$ cat config.mk
export PLATFORM = sky130hd
export DESIGN_NAME = min_extreme_tracker
export DESIGN_NICKNAME = d
export VERILOG_FILES = /design/src/rtl/minx_pkg.sv /design/src/rtl/minx_less.sv /design/src/rtl/minx_state.sv /design/src/rtl/minx_pack.sv /design/src/rtl/min_extreme_tracker.sv
export SDC_FILE = /design/constraint.sdc
export NUM_CORES = 1
export LEC_CHECK = 0
export ABC_AREA = 1
export ABC_CLOCK_PERIOD_IN_PS = 4000
export CORE_MARGIN = 4
export CORE_UTILIZATION = 40
export DETAILED_ROUTE_END_ITERATION = 10
export GPL_TIMING_DRIVEN = 1
export MAX_ROUTING_LAYER = met4
export PLACE_DENSITY_LB_ADDON = 0.2
export SYNTH_ARGS = -nofsm -noshare
export SYNTH_HDL_FRONTEND = slang
export SYNTH_HIERARCHICAL = 1
export SYNTH_SLANG_ARGS = --single-unit
$ cat constraint.sdc
create_clock -name clk -period 4 [get_ports clk]
set_input_delay 0.4 -clock clk [delete_from_list [all_inputs] [get_ports clk]]
set_output_delay 0.4 -clock clk [all_outputs]
set_load 0.005 [all_outputs]
$ cat src/rtl/minx_pkg.sv
package minx_pkg;
  localparam int DATA_W = 24;
  localparam int CH_W   = 3;
  localparam int WORD_W = 32;

  function automatic logic [DATA_W-1:0] max_pos();
    return {1'b0, {(DATA_W-1){1'b1}}};
  endfunction
endpackage

$ cat src/rtl/minx_less.sv
module minx_less #(
  parameter int W = 24
) (
  input  logic [W-1:0] cand,
  input  logic [W-1:0] ref_val,
  output logic         lt
);
  // Signed strict less-than. Flipping the sign bits turns this into an unsigned compare.
  logic [W-1:0] cand_b, ref_b;
  always_comb begin
    cand_b = {~cand[W-1], cand[W-2:0]};
    ref_b  = {~ref_val[W-1], ref_val[W-2:0]};
    lt     = cand_b < ref_b;
  end
endmodule

$ cat src/rtl/minx_state.sv
module minx_state #(
  parameter int DATA_W = 24,
  parameter int CH_W   = 3
) (
  input  logic              clk,
  input  logic              rst_n,
  input  logic              acc,
  input  logic [DATA_W-1:0] res,
  input  logic [CH_W-1:0]   res_ch,
  input  logic              rd,
  input  logic              lt,
  output logic [DATA_W-1:0] base,
  output logic [DATA_W-1:0] min_q,
  output logic [CH_W-1:0]   ch_q
);
  localparam logic [DATA_W-1:0] ARM_VAL = {1'b0, {(DATA_W-1){1'b1}}};

  logic [CH_W-1:0] base_ch;
  logic            take;

  always_comb begin
    base    = rd ? ARM_VAL : min_q;
    base_ch = rd ? '0 : ch_q;
    take    = acc && lt;
  end

  always_ff @(posedge clk) begin
    if (!rst_n) begin
      min_q <= '0;
      ch_q  <= '0;
    end else begin
      min_q <= take ? res : base;
      ch_q  <= take ? res_ch : base_ch;
    end
  end

  // with no result and no read, the stored contents hold.
  p_hold_r5: assert property (@(posedge clk) disable iff (!rst_n)
    (!acc && !rd) |=> ($stable(min_q) && $stable(ch_q)));

  // a lone read lands on the re-armed value.
  p_rearm_r6: assert property (@(posedge clk) disable iff (!rst_n)
    (rd && !acc) |=> (min_q == ARM_VAL && ch_q == '0));

  // a strictly smaller result is captured together with its channel.
  p_take_r3: assert property (@(posedge clk) disable iff (!rst_n)
    (acc && !rd && ($signed(res) < $signed(min_q)))
      |=> (min_q == $past(res) && ch_q == $past(res_ch)));

  // without a read, the minimum never rises.
  p_no_rise_r4: assert property (@(posedge clk) disable iff (!rst_n)
    !rd |=> ($signed(min_q) <= $signed($past(min_q))));
endmodule

$ cat src/rtl/minx_pack.sv
module minx_pack #(
  parameter int DATA_W = 24,
  parameter int CH_W   = 3,
  parameter int WORD_W = 32
) (
  input  logic [DATA_W-1:0] min_val,
  input  logic [CH_W-1:0]   ch_val,
  output logic [WORD_W-1:0] word
);
  localparam int RSV_W = WORD_W - DATA_W - CH_W;

  generate
    if (RSV_W > 0) begin : g_gap
      assign word = {min_val, {RSV_W{1'b0}}, ch_val};
    end else begin : g_tight
      assign word = {min_val, ch_val};
    end
  endgenerate

  // the gap between the channel field and the minimum field reads as zero.
  always_comb begin
    if (RSV_W > 0) begin
      p_reserved_zero_r2: assert ((word >> CH_W) == WORD_W'(min_val) << RSV_W);
    end
  end
endmodule

$ cat src/rtl/min_extreme_tracker.sv
module min_extreme_tracker
  import minx_pkg::*;
#(
  parameter int DW = DATA_W,
  parameter int CW = CH_W,
  parameter int WW = WORD_W
) (
  input  logic          clk,
  input  logic          rst_n,
  input  logic          in_valid,
  output logic          in_ready,
  input  logic [DW-1:0] in_data,
  input  logic [CW-1:0] in_chan,
  input  logic          rd_en,
  output logic [WW-1:0] rd_data
);
  logic          acc, lt;
  logic [DW-1:0] base, min_q;
  logic [CW-1:0] ch_q;

  assign in_ready = 1'b1;
  assign acc      = in_valid && in_ready;

  minx_less #(.W(DW)) u_cmp (
    .cand(in_data), .ref_val(base), .lt(lt)
  );

  minx_state #(.DATA_W(DW), .CH_W(CW)) u_state (
    .clk(clk), .rst_n(rst_n), .acc(acc), .res(in_data), .res_ch(in_chan),
    .rd(rd_en), .lt(lt), .base(base), .min_q(min_q), .ch_q(ch_q)
  );

  minx_pack #(.DATA_W(DW), .CH_W(CW), .WORD_W(WW)) u_pack (
    .min_val(min_q), .ch_val(ch_q), .word(rd_data)
  );

  // the stream is never stalled.
  p_ready_r9: assert property (@(posedge clk) in_ready);
endmodule

==> flow_summary_export.csv, run 1 <==
group,metric,value,unit
logic_synthesis,post_synth_main_area_contributors,"sky130_fd_sc_hd__dfxtp_1 (25%), sky130_fd_sc_hd__ha_1 (13%), sky130_fd_sc_hd__nand2_1 (13%), sky130_fd_sc_hd__buf_4 (12%), sky130_fd_sc_hd__inv_1 (10%)",
logic_synthesis,synthesis.area,0.00215,mm^2
logic_synthesis,synth_adder_area_share,0.134,
sta,report.final.slew_viol_count,0,
sta,timing.final.hold_violations,0,
grt,pin_count_of_the_biggest_net_entering_global_routing,29,
layout,antenna_cells,0,
flow_run,cap_viol_max_count,0,
clock_network,post_cts_resize_count,0,
setup_path,worst_setup_path_startpoint,"rd_en",
logic_synthesis,synth_top_cell_by_area,"sky130_fd_sc_hd__dfxtp_1",
route,route.vias.total,1843,
logic_synthesis,avgSynthCellArea,6.36,um^2
setup_path,critPathLaunchType,"input pin",
clock_network,tritoncts_clock_tree,"done",
placement,dp_slack,0.740,ns
logic_synthesis,synth-seq-cells,27,
grt,grt.total_usage,0.143,
setup_path,crit_path_top_delay_cell,"sky130_fd_sc_hd__clkdlybuf4s50_1",
setup_path,path_cells,"clkdlybuf4s50_1, inv_1, buf_4, nand2_1, inv_1, ha_1, nand2_1, nand2_1, nand2_1, nand2_1, nand2_1, nand2_1, nand2_1, nand2_1, a21oi_1, nand2_2, buf_12, nand3_1, nand2_1, nor2_1",
route,drt_first_iter_violations,54,
setup_path,worst-path-max-fanout,28,
setup_path,regToRegSetupSlack,1.55,ns
clock_network,clock_sinks,27,
pwr,maximum_vdd_drop,0.199,mV
sta,unrepaired_setup_endpoints_after_global_routing,"false",
sta,setup_total_negative_slack,0,ns
clock_network,cts_htree_levels,1,
worst_hold_path,hp-start,"u_state/ch_q[2]",
clock_network,clock-root-buffer,"sky130_fd_sc_hd__clkbuf_8",
logic_synthesis,synth.mux.area_fraction,0,
placement,placed_cell_area,0.00254,mm^2
layout,fin_area,0.00258,mm^2
setup_path,cp.arrival,3.18,ns
sta,min_period,2.96,ns
layout,final_cell_mix,"sky130_fd_sc_hd__nand2_1 (73), sky130_fd_sc_hd__clkdlybuf4s50_1 (57), sky130_fd_sc_hd__inv_1 (57), sky130_fd_sc_hd__nor2_1 (54), sky130_fd_sc_hd__nand3_1 (30)",
setup_path,cp.required,4.22,ns
layout,final_nets,416,
worst_hold_path,path_class_of_the_lowest_slack_min_delay_path,"flop to flop",
route,post_drt_via_cell_ratio,4.28,
setup_path,cp-end-kind,"flop",
floorplan,core.rowCount,26,
floorplan,die_height,81.3,um
sta,worst_slew_pin_slew,0.948,ns
route,drc,0,
worst_hold_path,worstHoldPathCells,2,
clock_network,clkLatencyLatePin,0.28,ns
layout,area_growth,20.1,%
placement,dp.final_hpwl,3420,um
route,route.top_layer_used,"met4",
setup_path,timing.rr.start,"u_state/min_q[11]",
grt,vias_in_the_first_global_route,1675,
sta,min_period_over_period,0.739,
placement,place_congestion,0.739,
pwr,powerDensity,284,mW/mm^2
setup_path,cp_dominant_cell_by_count,"sky130_fd_sc_hd__nand2_1",
sta,finalClockSkew,0.00844,ns
route,detail_route.wl_per_cell,10.2,um
layout,mostFrequentLayoutCell,"sky130_fd_sc_hd__nand2_1",
clock_network,post_cts_hold_buffer_count,0,
sta,max_freq,338,MHz
floorplan,core-area,0.00517,mm^2
worst_hold_path,worstHoldEndpoint,"u_state/ch_q[2]",
route,drtPass1Iterations,4,
floorplan,die_area,0.00661,mm^2
route,routed-wl-met2,2050,um
setup_path,timing.rr.end,"u_state/min_q[12]",
layout,drive_above_1_share,0.0416,
grt,grt.overflow.total,0,
clock_network,tritoncts.num_buffers,3,
sta,worst_slew_margin_rel,0.366,
logic_synthesis,synth-compound-area-share,0.0419,
floorplan,top_level_ports,64,
logic_synthesis,synth_sequential_area_ratio,0.251,
route,routedLengthMet1,2110,um
clock_network,max-clock-path-buffers,2,
logic_synthesis,post-synth-top-area-fraction,0.251,
floorplan,fp.dieW,81.3,um
logic_synthesis,post_synth_and_or_nand_nor_area_fraction,0.311,
route,wl_met3,189,um
logic_synthesis,yosys.area_share.xor_xnor,0,
setup_path,timing_worst_setup_path_type,"input pin to flop",
logic_synthesis,synth_top_family_by_area,"simple AND/OR/NAND/NOR gates",
route,drt_wl_total,4400,um
floorplan,initial_utilization,0.416,
setup_path,timing.reg2reg.worst_path_depth,16,
logic_synthesis,ys_types,23,
route,final_antenna_net_count,0,
sta,fin_ws,1.04,ns
grt,grt_first_pass_wirelength,7270,um
pwr,leakagePower,0.00142,uW
logic_synthesis,synthesis.yosys.warnings,6,
sta,setup_violations,0,
status,result_of_the_run,"finished clean",
clock_network,postCtsSetupBuffers,0,
layout,fillerInstances,522,
grt,antenna_found_initial,0,
setup_path,cp_slowest_stage_delay,0.49,ns
logic_synthesis,post_synth_inst_count,338,
placement,io_buffers,57,
clock_network,clock_input_transition_at_the_sequential_cells_of_the_worst_setup_and_hold_paths,0.10,ns
## cell families after synthesis
kind of cell | count (synthesis)
AND/OR/NAND/NOR | 164
buffers and inverters | 106
flip-flops | 27
adder cells (fa/ha/maj) | 23
AO/OA/AOI/OAI | 16
other | 2
## layout make-up
| type | instances | area [um^2] | share of cell area |
|---|---|---|---|
| inverter | 60 | 225 | 0.0872 |
| multi-input combinational | 209 | 1070 | 0.414 |
| timing repair buffer | 61 | 613 | 0.237 |
| clock inverter | 1 | 5.00 | 0.00194 |
| clock buffer | 3 | 41.3 | 0.0160 |
| tap | 70 | 87.6 | 0.0339 |
| sequential | 27 | 541 | 0.209 |
## critical path: cells and delay by family
kind            cells  cell delay, ns
simple gates       13            1.10
compound gates      1            0.27
fa+ha+maj           1            0.27
buf+inv             5            1.12
## worst max-delay path by stage
stage,to,cells past startpoint
3_5_place_dp,u_state/min_q[12],18
3_3_place_gp,u_state/min_q[8],20
2_1_floorplan,u_state/min_q[17],16
4_1_cts,u_state/min_q[12],18
5_1_grt,u_state/min_q[8],20
6_report,u_state/min_q[12],20
## Yosys cell counts (all sizes together)
library cell   n
nand2         75
inv           59
nor2          55
buf           44
nand3         30
dfxtp         27
ha            23
a21oi         12
o21ai          3
clkbuf         2
conb           2
nor3           2
a21o           1
clkinv         1
nand3b         1
nand4          1
## state kept, by name, summed over array words and instances (netlist names)
signal,cells
u_state/min_q,24
u_state/ch_q,3
## through the flow
step,hold WS [ns],power [uW],utilization,instances
2_1_floorplan,0.456,502,-,342
3_3_place_gp,0.483,573,0.490,427
3_5_place_dp,0.484,576,0.490,427
4_1_cts,0.502,747,0.499,431
5_1_grt,0.535,796,0.499,431
6_report,0.497,733,0.499,431
## power by group
part / internal (uW) / total [uW] / switching [uW]
registers: 295 / 309 / 13.8
logic: 132 / 259 / 127
clock network: 70.1 / 165 / 94.9
total: 497 / 733 / 236
## per-layer routing
| layer | vias up | global-route usage |
|---|---|---|
| met5 | - | - |
| met4 | 0 | 0.0355 |
| met3 | 6 | 0.0299 |
| met2 | 37 | 0.245 |
| met1 | 778 | 0.170 |
| li1 | 1022 | - |
Note: power is estimated with default switching activity, not from simulation.
==> run 2, diff against run 1 <==
--- a/config.mk
+++ b/config.mk
@@ -6,7 +6,7 @@
 export NUM_CORES = 1
 export LEC_CHECK = 0
 export ABC_AREA = 1
-export ABC_CLOCK_PERIOD_IN_PS = 4000
+export ABC_CLOCK_PERIOD_IN_PS = 2700
 export CORE_MARGIN = 4
 export CORE_UTILIZATION = 40
 export DETAILED_ROUTE_END_ITERATION = 10
==> constraint.sdc (replaced) <==
create_clock -name clk -period 2.7 [get_ports clk]
set_input_delay 0.27 -clock clk [delete_from_list [all_inputs] [get_ports clk]]
set_output_delay 0.27 -clock clk [all_outputs]
set_load 0.005 [all_outputs]
==> flow_summary_export.csv, run 2 (synthesis results as in run 1) <==
group,metric,value,unit
layout,area.sequential,541,um^2
sta,report.final.slew_viol_count,0,
layout,area_growth,22.5,%
layout,mostFrequentLayoutCell,"sky130_fd_sc_hd__nand2_1",
layout,final_nets,418,
flow_run,cap_viol_max_count,0,
floorplan,die_height,81.3,um
sta,min_period,2.35,ns
setup_path,cp.required,2.91,ns
placement,dp.final_hpwl,3330,um
clock_network,postCtsSetupBuffers,0,
clock_network,clock_sinks,27,
clock_network,max-clock-path-buffers,2,
clock_network,clock-root-buffer,"sky130_fd_sc_hd__clkbuf_8",
floorplan,die_area,0.00661,mm^2
layout,fillerInstances,522,
setup_path,cp.arrival,2.56,ns
floorplan,initial_utilization,0.416,
sta,max_freq,425,MHz
placement,placed_cells,429,
grt,antenna_found_initial,0,
setup_path,cp-end-kind,"flop",
grt,grt_first_pass_wirelength,7010,um
route,route.vias.total,1853,
sta,setup_violations,0,
placement,place_congestion,0.794,
sta,finalClockSkew,0.00241,ns
sta,unrepaired_setup_endpoints_after_global_routing,"false",
grt,vias_in_the_first_global_route,1625,
setup_path,cp_slowest_stage_delay,0.49,ns
floorplan,core.rowCount,26,
clock_network,clkLatencyLatePin,0.27,ns
setup_path,path_cells,"clkdlybuf4s50_1, inv_1, buf_12, nand2_1, inv_1, ha_1, a21o_1, nor2_1, nand2_1, nand2_1, nand2_1, a21oi_1, nand2_2, buf_12, nand3_1, nand2_1, nor2_1",
layout,registers.top_by_ff_count,"u_state/min_q",
setup_path,cp_dominant_cell_by_count,"sky130_fd_sc_hd__nand2_1",
layout,final_cell_count_no_fill,433,
layout,final_cell_mix,"sky130_fd_sc_hd__nand2_1 (73), sky130_fd_sc_hd__clkdlybuf4s50_1 (57), sky130_fd_sc_hd__inv_1 (57), sky130_fd_sc_hd__nor2_1 (54), sky130_fd_sc_hd__nand3_1 (30)",
clock_network,cts_htree_levels,1,
route,drtPass1Iterations,4,
layout,largest_register_ff_count,24,
layout,drive_above_1_share,0.0441,
grt,pin_count_of_the_biggest_net_entering_global_routing,31,
route,detail_route.wl_per_cell,9.68,um
pwr,maximum_vdd_drop,0.206,mV
layout,multiInputGateArea,0.00107,mm^2
sta,setup_total_negative_slack,0,ns
pwr,powerDensity,413,mW/mm^2
layout,antenna_cells,0,
setup_path,worst-path-buf-inv,5,
route,post_drt_via_cell_ratio,4.28,
setup_path,critPathLaunchType,"input pin",
sta,timing.final.hold_violations,0,
placement,io_buffers,57,
pwr,totalPowerFinal,1090,uW
clock_network,clock_input_transition_at_the_sequential_cells_of_the_worst_setup_and_hold_paths,0.10,ns
pwr,leakagePower,0.00144,uW
setup_path,path_delay_family,"buffers and inverters",
route,drt_wl_total,4190,um
setup_path,timing_worst_setup_path_type,"input pin to flop",
setup_path,crit_path_top_delay_cell,"sky130_fd_sc_hd__clkdlybuf4s50_1",
floorplan,fp.dieW,81.3,um
sta,min_period_over_period,0.872,
clock_network,post_cts_hold_buffer_count,0,
grt,grt.overflow.total,0,
clock_network,tritoncts.num_buffers,3,
setup_path,worst-path-max-fanout,29,
route,drc,0,
clock_network,post_cts_resize_count,0,
status,result_of_the_run,"finished clean",
floorplan,top_level_ports,64,
worst_hold_path,path_class_of_the_lowest_slack_min_delay_path,"flop to flop",
clock_network,tritoncts_clock_tree,"done",
layout,biggestRegsByFlops,"u_state/min_q: 24 flops, u_state/ch_q: 3 flops",
route,drt_first_iter_violations,94,
floorplan,core-area,0.00517,mm^2
grt,grt.total_usage,0.136,
route,final_antenna_net_count,0,
## run 2: worst min-delay path, cell delays in order (launching register included)
cell	delay (ns)
sky130_fd_sc_hd__dfxtp_1	0.33
sky130_fd_sc_hd__nand3_1	0.07
sky130_fd_sc_hd__a21oi_1	0.05
## run 2: per-layer routing
metal  vias up  share of wire  global-route usage
met2        43           0.45               0.213
met3         4          0.068              0.0344
li1       1024              -                   -
met4         0          0.011              0.0422
met1       782           0.47               0.171
met5         -              0                   -
## run 2: final timing paths
check,from,to,slack [ns],cells after the start
worst max-delay path,rd_en,u_state/min_q[12],0.35,17
worst min-delay path,u_state/ch_q[1],u_state/ch_q[1],0.49,2
worst max register to register,u_state/min_q[15],u_state/min_q[12],0.72,15
worst min register to register,u_state/ch_q[1],u_state/ch_q[1],0.49,2
## run 2: where the power goes
| group | internal [uW] | leakage, uW | switching, uW |
|---|---|---|---|
| Clock | 106 | 0.0000228 | 130 |
| Combinational | 207 | 0.00119 | 188 |
| Sequential | 437 | 0.000226 | 18.9 |
## run 2: final cells by class
| class | instances | share of cell area |
|---|---|---|
| multi-input cells | 209 | 0.406 |
| repair buffers | 63 | 0.253 |
| flip-flops and latches | 27 | 0.205 |
| inverters | 60 | 0.0855 |
| well taps | 70 | 0.0333 |
| clock buffers | 4 | 0.0171 |
## run 2: through the flow
stage / instance area (um^2) / hold WS, ns / utilization / worst slack [ns]
2_1_floorplan: 2160 / 0.405 / - / 0.454
3_3_place_gp: 2590 / 0.471 / 0.500 / 0.0725
3_5_place_dp: 2590 / 0.477 / 0.500 / 0.0285
4_1_cts: 2630 / 0.494 / 0.509 / 0.309
5_1_grt: 2630 / 0.530 / 0.509 / 0.0471
6_report: 2630 / 0.492 / 0.509 / 0.347
==> run 3, diff against run 2 <==
--- a/config.mk
+++ b/config.mk
@@ -9,10 +9,12 @@
 export ABC_CLOCK_PERIOD_IN_PS = 2700
 export CORE_MARGIN = 4
 export CORE_UTILIZATION = 40
+export CTS_CLUSTER_DIAMETER = 120
 export DETAILED_ROUTE_END_ITERATION = 10
 export GPL_TIMING_DRIVEN = 1
 export MAX_ROUTING_LAYER = met4
 export PLACE_DENSITY_LB_ADDON = 0.2
+export RECOVER_POWER = 50
 export SYNTH_ARGS = -nofsm -noshare
 export SYNTH_HDL_FRONTEND = slang
 export SYNTH_HIERARCHICAL = 1
==> flow_summary_export.csv, run 3 (synthesis results as in run 1) <==
group,metric,value,unit
clock_network,post_cts_hold_buffer_count,0,
layout,final_nets,418,
layout,layout.core_utilization,0.509,
floorplan,top_level_ports,64,
clock_network,tritoncts.num_buffers,3,
route,drtPass1Iterations,4,
setup_path,path_cells,"clkdlybuf4s50_1, inv_1, buf_12, nand2_1, inv_1, ha_1, a21o_1, nor2_1, nand2_1, nand2_1, nand2_1, a21oi_1, nand2_2, buf_12, o21ai_0, nor2_1",
layout,mostFrequentLayoutCell,"sky130_fd_sc_hd__nand2_1",
clock_network,max-clock-path-buffers,2,
setup_path,timing_worst_setup_path_type,"input pin to flop",
sta,min_period,2.35,ns
clock_network,clock_sinks,27,
floorplan,die_area,0.00661,mm^2
sta,finalClockSkew,0.00262,ns
grt,antenna_found_initial,0,
setup_path,worst-path-max-fanout,22,
flow_run,cap_viol_max_count,0,
grt,vias_in_the_first_global_route,1625,
sta,unrepaired_setup_endpoints_after_global_routing,"false",
layout,largest_register_ff_count,24,
sta,max_freq,426,MHz
grt,grt_first_pass_wirelength,7010,um
layout,area_growth,22.5,%
floorplan,die_height,81.3,um
route,drt_first_iter_violations,76,
route,final_antenna_net_count,0,
pwr,maximum_vdd_drop,0.203,mV
placement,placed_cells,429,
setup_path,path_delay_family,"buffers and inverters",
floorplan,core-area,0.00517,mm^2
layout,antenna_cells,0,
sta,min_period_over_period,0.870,
sta,report.final.slew_viol_count,0,
route,detail_route.wl_per_cell,9.64,um
setup_path,cp-end-kind,"flop",
layout,final_cell_count_no_fill,433,
clock_network,clock_input_transition_at_the_sequential_cells_of_the_worst_setup_and_hold_paths,0.09,ns
route,drt_wl_total,4170,um
setup_path,cp_dominant_cell_by_count,"sky130_fd_sc_hd__nand2_1",
clock_network,post_cts_resize_count,0,
placement,io_buffers,57,
clock_network,tritoncts_clock_tree,"done",
setup_path,worst-path-buf-inv,5,
layout,biggestRegsByFlops,"u_state/min_q: 24 flops, u_state/ch_q: 3 flops",
route,route.vias.total,1839,
pwr,totalPowerFinal,1070,uW
setup_path,cp_slowest_stage_delay,0.49,ns
setup_path,critPathLaunchType,"input pin",
sta,fin_hold_ws,0.486,ns
layout,registers.top_by_ff_count,"u_state/min_q",
placement,place_congestion,0.794,
sta,setup_violations,0,
floorplan,initial_utilization,0.416,
sta,setup_total_negative_slack,0,ns
setup_path,crit_path_top_delay_cell,"sky130_fd_sc_hd__clkdlybuf4s50_1",
setup_path,cp.arrival,2.52,ns
clock_network,postCtsSetupBuffers,0,
route,post_drt_via_cell_ratio,4.25,
clock_network,clock-root-buffer,"sky130_fd_sc_hd__clkbuf_8",
layout,final_cell_mix,"sky130_fd_sc_hd__nand2_1 (73), sky130_fd_sc_hd__inv_1 (57), sky130_fd_sc_hd__nor2_1 (54), sky130_fd_sc_hd__clkdlybuf4s50_1 (30), sky130_fd_sc_hd__nand3_1 (30)",
worst_hold_path,path_class_of_the_lowest_slack_min_delay_path,"flop to flop",
status,result_of_the_run,"finished clean",
placement,dp.final_hpwl,3330,um
grt,pin_count_of_the_biggest_net_entering_global_routing,31,
clock_network,cts_htree_levels,1,
route,drc,0,
setup_path,cp.required,2.87,ns
clock_network,clkLatencyLatePin,0.27,ns
floorplan,core.rowCount,26,
floorplan,fp.dieW,81.3,um
grt,grt.total_usage,0.136,
pwr,powerDensity,406,mW/mm^2
sta,timing.final.hold_violations,0,
pwr,leakagePower,0.00149,uW
grt,grt.overflow.total,0,
layout,drive_above_1_share,0.0441,
run 3: worst paths after layout:
check,from,to,slack (ns),cells past startpoint
worst max-delay path,rd_en,u_state/min_q[23],0.35,16
worst min-delay path,u_state/ch_q[2],u_state/ch_q[2],0.49,2
worst max register to register,u_state/min_q[15],u_state/min_q[23],0.73,14
worst min register to register,u_state/ch_q[2],u_state/ch_q[2],0.49,2
run 3: metal layers:
metal  vias up  routed length [um]  share of wire  GRT usage
met5         -                   0              0          -
met3         4                 317          0.076     0.0344
met2        46                1870           0.45      0.213
met4         0                  48          0.011     0.0422
met1       764                1940           0.47      0.171
li1       1025                   -              -          -
run 3: per-stage QoR:
stage                     cell area [um^2]  worst slack, ns
after floorplan                       2160            0.454
after global placement                2590           0.0725
after detailed placement              2590           0.0285
after CTS                             2630            0.309
after global routing                  2630           0.0471
final                                 2630            0.351
run 3: final cells by class:
| class | count | area (um^2) |
|---|---|---|
| Multi-Input combinational cell | 209 | 1070 |
| Fill cell | 522 | 2540 |
| Clock buffer | 4 | 45.0 |
| Inverter | 60 | 225 |
| Sequential cell | 27 | 541 |
| Timing Repair Buffer | 63 | 666 |
| Tap cell | 70 | 87.6 |
run 3: worst min-delay path, cell delays in order (launching register included):
cell                      delay [ns]
sky130_fd_sc_hd__dfxtp_1        0.32
sky130_fd_sc_hd__nand3_1        0.07
sky130_fd_sc_hd__a21oi_1        0.06
run 3: report_power, final:
part	switching (uW)	internal, uW	leakage (uW)	total (uW)
clock network	128	106	0.0000228	234
registers	17.0	437	0.000226	454
logic	188	193	0.00124	381
total	333	736	0.00149	1070
